==> config.mk <==
export PLATFORM = sky130hd
export DESIGN_NAME = cfg_serial_loader
export DESIGN_NICKNAME = d
export VERILOG_FILES = /design/src/rtl/cfg_loader_pkg.sv /design/src/rtl/cfg_prog_seq.sv /design/src/rtl/cfg_sync_filter.sv /design/src/rtl/cfg_bit_shifter.sv /design/src/rtl/cfg_serial_loader.sv
export SDC_FILE = /design/constraint.sdc
export NUM_CORES = 1
export LEC_CHECK = 0
export ABC_AREA = 0
export CAP_MARGIN = 20
export CORE_ASPECT_RATIO = 0.9
export CORE_MARGIN = 3
export CORE_UTILIZATION = 53
export CTS_CLUSTER_SIZE = 25
export DETAILED_ROUTE_END_ITERATION = 10
export GPL_TIMING_DRIVEN = 1
export PLACE_DENSITY = 0.78
export SYNTH_ARGS = -nofsm -noshare
export SYNTH_HDL_FRONTEND = slang
export SYNTH_HIERARCHICAL = 1
export SYNTH_SLANG_ARGS = --single-unit
==> constraint.sdc <==
create_clock -name clk -period 2.75 [get_ports clk]
set_input_delay 0.6875 -clock clk [delete_from_list [all_inputs] [get_ports clk]]
set_output_delay 0.6875 -clock clk [all_outputs]
set_load 0.01 [all_outputs]
==> src/rtl/cfg_loader_pkg.sv <==
package cfg_loader_pkg;
  typedef logic [7:0] byte_t;

  typedef enum logic [2:0] {
    SQ_IDLE,
    SQ_PULSE,
    SQ_WAIT,
    SQ_SETTLE,
    SQ_RUN,
    SQ_ERR
  } seq_state_t;

  typedef enum logic [1:0] {
    HS_SEARCH,
    HS_ARMED,
    HS_PASS
  } hdr_state_t;

  localparam byte_t SYNC_LEAD = 8'hFF;
  localparam logic [3:0] SYNC_NIBBLE = 4'h2;
endpackage

==> src/rtl/cfg_prog_seq.sv <==
module cfg_prog_seq
  import cfg_loader_pkg::*;
#(
  parameter int PULSE_CYC  = 16,   // must be at least 2 (covers the ready synchronizer)
  parameter int POLL_LIMIT = 60000,
  parameter int SETTLE_CYC = 8
) (
  input  logic clk,
  input  logic rst_n,
  input  logic start,
  input  logic ready_raw,
  input  logic stream_end,
  output logic tgt_rst_n,
  output logic running,
  output logic busy,
  output logic err_timeout,
  output logic done
);
  localparam int MAXC = (POLL_LIMIT > PULSE_CYC) ?
                        ((POLL_LIMIT > SETTLE_CYC) ? POLL_LIMIT : SETTLE_CYC) :
                        ((PULSE_CYC > SETTLE_CYC) ? PULSE_CYC : SETTLE_CYC);
  localparam int CW = $clog2(MAXC + 1);

  seq_state_t st;
  logic [CW-1:0] cnt;
  logic [1:0] rdy_sync;
  logic done_q;

  always_ff @(posedge clk or negedge rst_n) begin
    if (!rst_n) rdy_sync <= '0;
    else        rdy_sync <= {rdy_sync[0], ready_raw};
  end

  always_ff @(posedge clk or negedge rst_n) begin
    if (!rst_n) begin
      st     <= SQ_IDLE;
      cnt    <= '0;
      done_q <= 1'b0;
    end else begin
      done_q <= 1'b0;
      if (start) begin
        st  <= SQ_PULSE;
        cnt <= '0;
      end else begin
        unique case (st)
          SQ_PULSE: begin
            if (cnt == CW'(PULSE_CYC - 1)) begin
              st  <= SQ_WAIT;
              cnt <= '0;
            end else cnt <= cnt + 1'b1;
          end
          SQ_WAIT: begin
            if (rdy_sync[1]) begin
              st  <= (SETTLE_CYC == 0) ? SQ_RUN : SQ_SETTLE;
              cnt <= '0;
            end else if (cnt == CW'(POLL_LIMIT - 1)) begin
              st <= SQ_ERR;
            end else cnt <= cnt + 1'b1;
          end
          SQ_SETTLE: begin
            if (cnt == CW'(SETTLE_CYC - 1)) st <= SQ_RUN;
            else cnt <= cnt + 1'b1;
          end
          SQ_RUN: begin
            if (stream_end) begin
              st     <= SQ_IDLE;
              done_q <= 1'b1;
            end
          end
          default: ;
        endcase
      end
    end
  end

  assign tgt_rst_n   = (st != SQ_PULSE);
  assign running     = (st == SQ_RUN);
  assign busy        = (st != SQ_IDLE) && (st != SQ_ERR);
  assign err_timeout = (st == SQ_ERR);
  assign done        = done_q;
endmodule

==> src/rtl/cfg_sync_filter.sv <==
module cfg_sync_filter
  import cfg_loader_pkg::*;
(
  input  logic  clk,
  input  logic  rst_n,
  input  logic  enable,
  input  byte_t in_data,
  input  logic  in_valid,
  input  logic  in_last,
  output logic  in_ready,
  input  logic  sh_empty,
  output logic  sh_load,
  output byte_t sh_byte,
  output logic  sh_last,
  output logic  stream_end
);
  hdr_state_t st;
  logic  hold_v;
  byte_t hold_b;
  logic  hold_l;
  logic  accept;
  logic  hit;

  assign hit      = (in_data[7:4] == SYNC_NIBBLE);
  assign in_ready = enable && ((st != HS_PASS) || (sh_empty && !hold_v));
  assign accept   = in_valid && in_ready;

  always_comb begin
    sh_load    = 1'b0;
    sh_byte    = '0;
    sh_last    = 1'b0;
    stream_end = 1'b0;
    if (enable) begin
      unique case (st)
        HS_SEARCH: stream_end = accept && in_last;
        HS_ARMED: begin
          if (accept && hit) begin
            sh_load = 1'b1;
            sh_byte = SYNC_LEAD;
          end else begin
            stream_end = accept && in_last;
          end
        end
        default: begin
          if (hold_v && sh_empty) begin
            sh_load = 1'b1;
            sh_byte = hold_b;
            sh_last = hold_l;
          end else if (accept) begin
            sh_load = 1'b1;
            sh_byte = in_data;
            sh_last = in_last;
          end
        end
      endcase
    end
  end

  always_ff @(posedge clk or negedge rst_n) begin
    if (!rst_n) begin
      st     <= HS_SEARCH;
      hold_v <= 1'b0;
      hold_b <= '0;
      hold_l <= 1'b0;
    end else if (!enable) begin
      st     <= HS_SEARCH;
      hold_v <= 1'b0;
    end else begin
      unique case (st)
        HS_SEARCH: if (accept && in_data == SYNC_LEAD) st <= HS_ARMED;
        HS_ARMED: begin
          if (accept) begin
            if (hit) begin
              st     <= HS_PASS;
              hold_v <= 1'b1;
              hold_b <= in_data;
              hold_l <= in_last;
            end else st <= HS_SEARCH;
          end
        end
        default: if (hold_v && sh_empty) hold_v <= 1'b0;
      endcase
    end
  end
endmodule

==> src/rtl/cfg_bit_shifter.sv <==
module cfg_bit_shifter
  import cfg_loader_pkg::*;
#(
  parameter int HALF_DIV = 4
) (
  input  logic  clk,
  input  logic  rst_n,
  input  logic  flush,
  input  logic  load,
  input  byte_t load_byte,
  input  logic  load_last,
  output logic  empty,
  output logic  fin,
  output logic  ser_clk,
  output logic  ser_data
);
  localparam int HW = (HALF_DIV > 1) ? $clog2(HALF_DIV) : 1;

  logic          active;
  byte_t         sr;
  logic [2:0]    nbit;
  logic          phase_hi;
  logic [HW-1:0] cnt;
  logic          tag_last;
  logic          phase_end;

  assign phase_end = active && (cnt == HW'(HALF_DIV - 1));
  assign empty     = !active;
  assign fin       = phase_end && phase_hi && (nbit == 3'd0) && tag_last && !flush;

  always_ff @(posedge clk or negedge rst_n) begin
    if (!rst_n) begin
      active   <= 1'b0;
      sr       <= '0;
      nbit     <= '0;
      phase_hi <= 1'b0;
      cnt      <= '0;
      tag_last <= 1'b0;
    end else if (flush) begin
      active   <= 1'b0;
      phase_hi <= 1'b0;
      cnt      <= '0;
    end else if (!active) begin
      if (load) begin
        active   <= 1'b1;
        sr       <= load_byte;
        nbit     <= 3'd7;
        phase_hi <= 1'b0;
        cnt      <= '0;
        tag_last <= load_last;
      end
    end else if (phase_end) begin
      cnt <= '0;
      if (!phase_hi) begin
        phase_hi <= 1'b1;
      end else begin
        phase_hi <= 1'b0;
        if (nbit == 3'd0) active <= 1'b0;
        else begin
          sr   <= {sr[6:0], 1'b0};
          nbit <= nbit - 1'b1;
        end
      end
    end else begin
      cnt <= cnt + 1'b1;
    end
  end

  assign ser_clk  = active && phase_hi;
  assign ser_data = active && sr[7];
endmodule

==> src/rtl/cfg_serial_loader.sv <==
module cfg_serial_loader
  import cfg_loader_pkg::*;
#(
  parameter int PULSE_CYC  = 16,
  parameter int POLL_LIMIT = 60000,
  parameter int SETTLE_CYC = 8,
  parameter int HALF_DIV   = 4
) (
  input  logic       clk,
  input  logic       rst_n,
  input  logic       start,
  input  logic [7:0] in_data,
  input  logic       in_valid,
  input  logic       in_last,
  output logic       in_ready,
  input  logic       tgt_ready,
  output logic       tgt_rst_n,
  output logic       tgt_clk,
  output logic       tgt_data,
  output logic       busy,
  output logic       done,
  output logic       err_timeout
);
  logic  running;
  logic  sh_empty, sh_load, sh_last, sh_fin;
  byte_t sh_byte;
  logic  hdr_end;

  cfg_prog_seq #(
    .PULSE_CYC (PULSE_CYC),
    .POLL_LIMIT(POLL_LIMIT),
    .SETTLE_CYC(SETTLE_CYC)
  ) u_seq (
    .clk        (clk),
    .rst_n      (rst_n),
    .start      (start),
    .ready_raw  (tgt_ready),
    .stream_end (hdr_end | sh_fin),
    .tgt_rst_n  (tgt_rst_n),
    .running    (running),
    .busy       (busy),
    .err_timeout(err_timeout),
    .done       (done)
  );

  cfg_sync_filter u_hdr (
    .clk       (clk),
    .rst_n     (rst_n),
    .enable    (running),
    .in_data   (in_data),
    .in_valid  (in_valid),
    .in_last   (in_last),
    .in_ready  (in_ready),
    .sh_empty  (sh_empty),
    .sh_load   (sh_load),
    .sh_byte   (sh_byte),
    .sh_last   (sh_last),
    .stream_end(hdr_end)
  );

  cfg_bit_shifter #(
    .HALF_DIV(HALF_DIV)
  ) u_shift (
    .clk      (clk),
    .rst_n    (rst_n),
    .flush    (!running),
    .load     (sh_load),
    .load_byte(sh_byte),
    .load_last(sh_last),
    .empty    (sh_empty),
    .fin      (sh_fin),
    .ser_clk  (tgt_clk),
    .ser_data (tgt_data)
  );
endmodule

==> metrics <==
status finished, final reports clean; antenna violations before repair 0; routed vias 2477; RePlAce Congestion 0.865; hold endpoint u_seq/rdy_sync[1]; Post-CTS Setup Inserts 0; CTS H-tree depth 2; Slowest-stage cell, CP clkdlybuf4s50_1; Root Buffer Master clkbuf_8; Post-Syn Area 0.00298 mm2; depth of the most critical reg-to-reg path 10; Hold WC Path Type register to register; Ant. Diodes 0; vias in the first global route 2422; min cycle time layout 2.61 ns; Slew headroom 57.5%; largest net degree at the start of global routing 51; clock buffer depth 2; Startpoint Class register; Multi-input gate area 0.00159 mm2; final hold viol count 0; Hold Path Depth 0; Final period util 94.9%; Worst-Skew Late Latency 0.30 ns; CTS buffer count 5; Final Max Tran Viols 0; critical hold path startpoint u_seq/rdy_sync[0]; asr flop ratio synth 100%; Worst Skew 0.00838 ns; Yosys Warn Count 6; post-cts sizing count 0; worst reg2reg path endpoint u_shift/sr[4]; Cell Rows 25; clk slew on worst S/H paths 0.09 ns; DRC errors left 0; Reg area 0.00125 mm2; Crit. End Element output port; Core Region 0.00535 mm2; total power 1.80 mW; Synth cell types 58; antenna viol nets, final 0; Crit path arrival time 1.92 ns; worst endpoint required time 2.06 ns; Area Overhead vs Synth 14.4%; gr ovfl total 0; pwr/cell area 528 mW/mm2; FF-to-FF Start u_seq/st[2]; Initial Util 55.7%; Tot GR Track Use 21.4%; DRT Wirelength 6490 um; syn_nets 326; Slew @ Worst Pin 0.637 ns; Wirelength per Cell 16.0 um; 1st-iter DRT viols 202; Clock Sinks 50; hold buffers post-CTS 0; Die Width 85.0 um; Pre-antenna DRT Iters 6; number of synthesized flops with an enable pin 0; commonest register cell after synthesis dfrtp_1; unrepaired setup endpoints after global routing no; Filler cells 424; DP HPWL 4590 um; Fin Hold WS 0.356 ns; post-synthesis register bit count 50; # setup viols final 0; Seq/Total Area, Yosys 42.0%; flop2flop setup slack 0.41 ns; fmax 383 MHz; critical path type register to output port; die area 0.00656 mm2; number of port buffers 20; Mapped Cells 308; CTS tree done; Via density 6.12; Die Ht 77.1 um; Syn Area/Cell 9.68 um2; first-pass GRT wire length 11500 um; Ports 21; Max VDD drop 0.504 mV; ordered cell list for the critical path nor3b_1 > buf_4 > o31a_1 > clkdlybuf4s50_1; Lkg Pwr 1.44 nW; layout cells sized above 1 17.5%; fin nets 355; Util after Layout 63.7%; slowest stage delay, CP 0.53 ns; CP Max Fanout 10; # Max-Cap Violations 0
[area by class of cell]
cell class / instances / share of cell area (%)
inverter: 14 / 1.54
tap: 67 / 2.46
multi-input combinational: 229 / 46.8
sequential: 50 / 36.7
clock buffer: 7 / 2.53
timing repair buffer: 37 / 9.84
clock inverter: 1 / 0.147
[cells by family after synthesis]
logic type	after synthesis	synth area share, %
multiplexers	26	10.8
flip-flops	50	42.0
AND/OR/NAND/NOR	129	23.9
XOR/XNOR	3	0.882
buffers and inverters	29	4.53
AO/OA/AOI/OAI	67	16.2
adder cells (fa/ha/maj)	4	1.68
[cells in the mapped netlist, drive strengths merged (9+ instances only)]
| master | number | share of area, % |
|---|---|---|
| a31oi | 15 | 3.1 |
| nand2 | 41 | 5.2 |
| nor3 | 9 | 1.5 |
| nor2 | 13 | 1.6 |
| mux2 | 23 | 9.8 |
| nand2b | 10 | 2.4 |
| dfrtp | 50 | 42 |
| nand3 | 11 | 2.0 |
| a32oi | 11 | 3.2 |
| inv | 14 | 1.8 |
[how the worst max path moves through the flow]
stage / from / end
2_1_floorplan: u_seq/st[1] / u_shift/nbit[1]
3_3_place_gp: in_data[6] / u_shift/sr[3]
3_5_place_dp: in_data[6] / u_shift/sr[4]
4_1_cts: u_seq/st[2] / in_ready
5_1_grt: u_seq/st[2] / in_ready
6_report: u_seq/st[2] / in_ready
[metrics by stage]
step / std cells / TNS (ns) / instance area [um2] / setup slack (ns)
global placement: 397 / 0 / 3320 / 0.0176
finish: 405 / 0 / 3410 / 0.141
global route: 405 / 0 / 3410 / 0.00484
floorplan: 308 / 0 / 2980 / 0.118
detailed placement: 397 / -0.144 / 3320 / -0.0272
CTS: 405 / 0 / 3410 / 0.136
[layout by cell type (no fill, tap or decap), types with 5 or more instances in the layout]
cell             synthesis  layout
a21o_1                   5       5
a21oi_1                  7       7
a31oi_1                 15      15
a32oi_1                 11      11
buf_4                    0      16
clkbuf_8                 0       6
clkdlybuf4s50_1          0      19
dfrtp_1                 50      50
inv_1                   12      12
mux2_2                  12      12
mux2_4                   9       9
nand2_1                 41      41
nand2b_1                 9       9
nand3_1                 10      10
nand4_1                  7       7
nor2_1                  13      13
nor3_1                   9       9
nor3b_1                  5       5
nor4_1                   6       6
o21ai_1                  5       5
[state kept, by name, summed over array words and instances (netlist names), 2 cells and up]
name            cells
u_seq/st            3
u_seq/cnt          16
u_shift/sr          8
u_hdr/hold_b        8
u_shift/nbit        3
u_hdr/st            2
u_shift/cnt         2
u_seq/rdy_sync      2
[critical path, delay by kind of cell (launching register included)]
family	cells	cell delay [ns]
buf+inv	2	0.73
flops	1	0.51
simple gates	1	0.24
compound gates	1	0.14
[per-layer routing]
layer	up-vias	track usage, %	routed length (um)
li1	1198	-	-
met1	1187	31.6	3160
met2	79	31.5	2870
met3	13	3.65	344
met4	0	7.12	121
met5	-	0	0
[power by group]
group	switching, mW	internal, mW	total (mW)
Clock	0.237	0.204	0.441
Sequential	0.0535	0.777	0.831
Combinational	0.284	0.245	0.529
Total	0.575	1.23	1.80
Power figures use the tool's default switching activity.
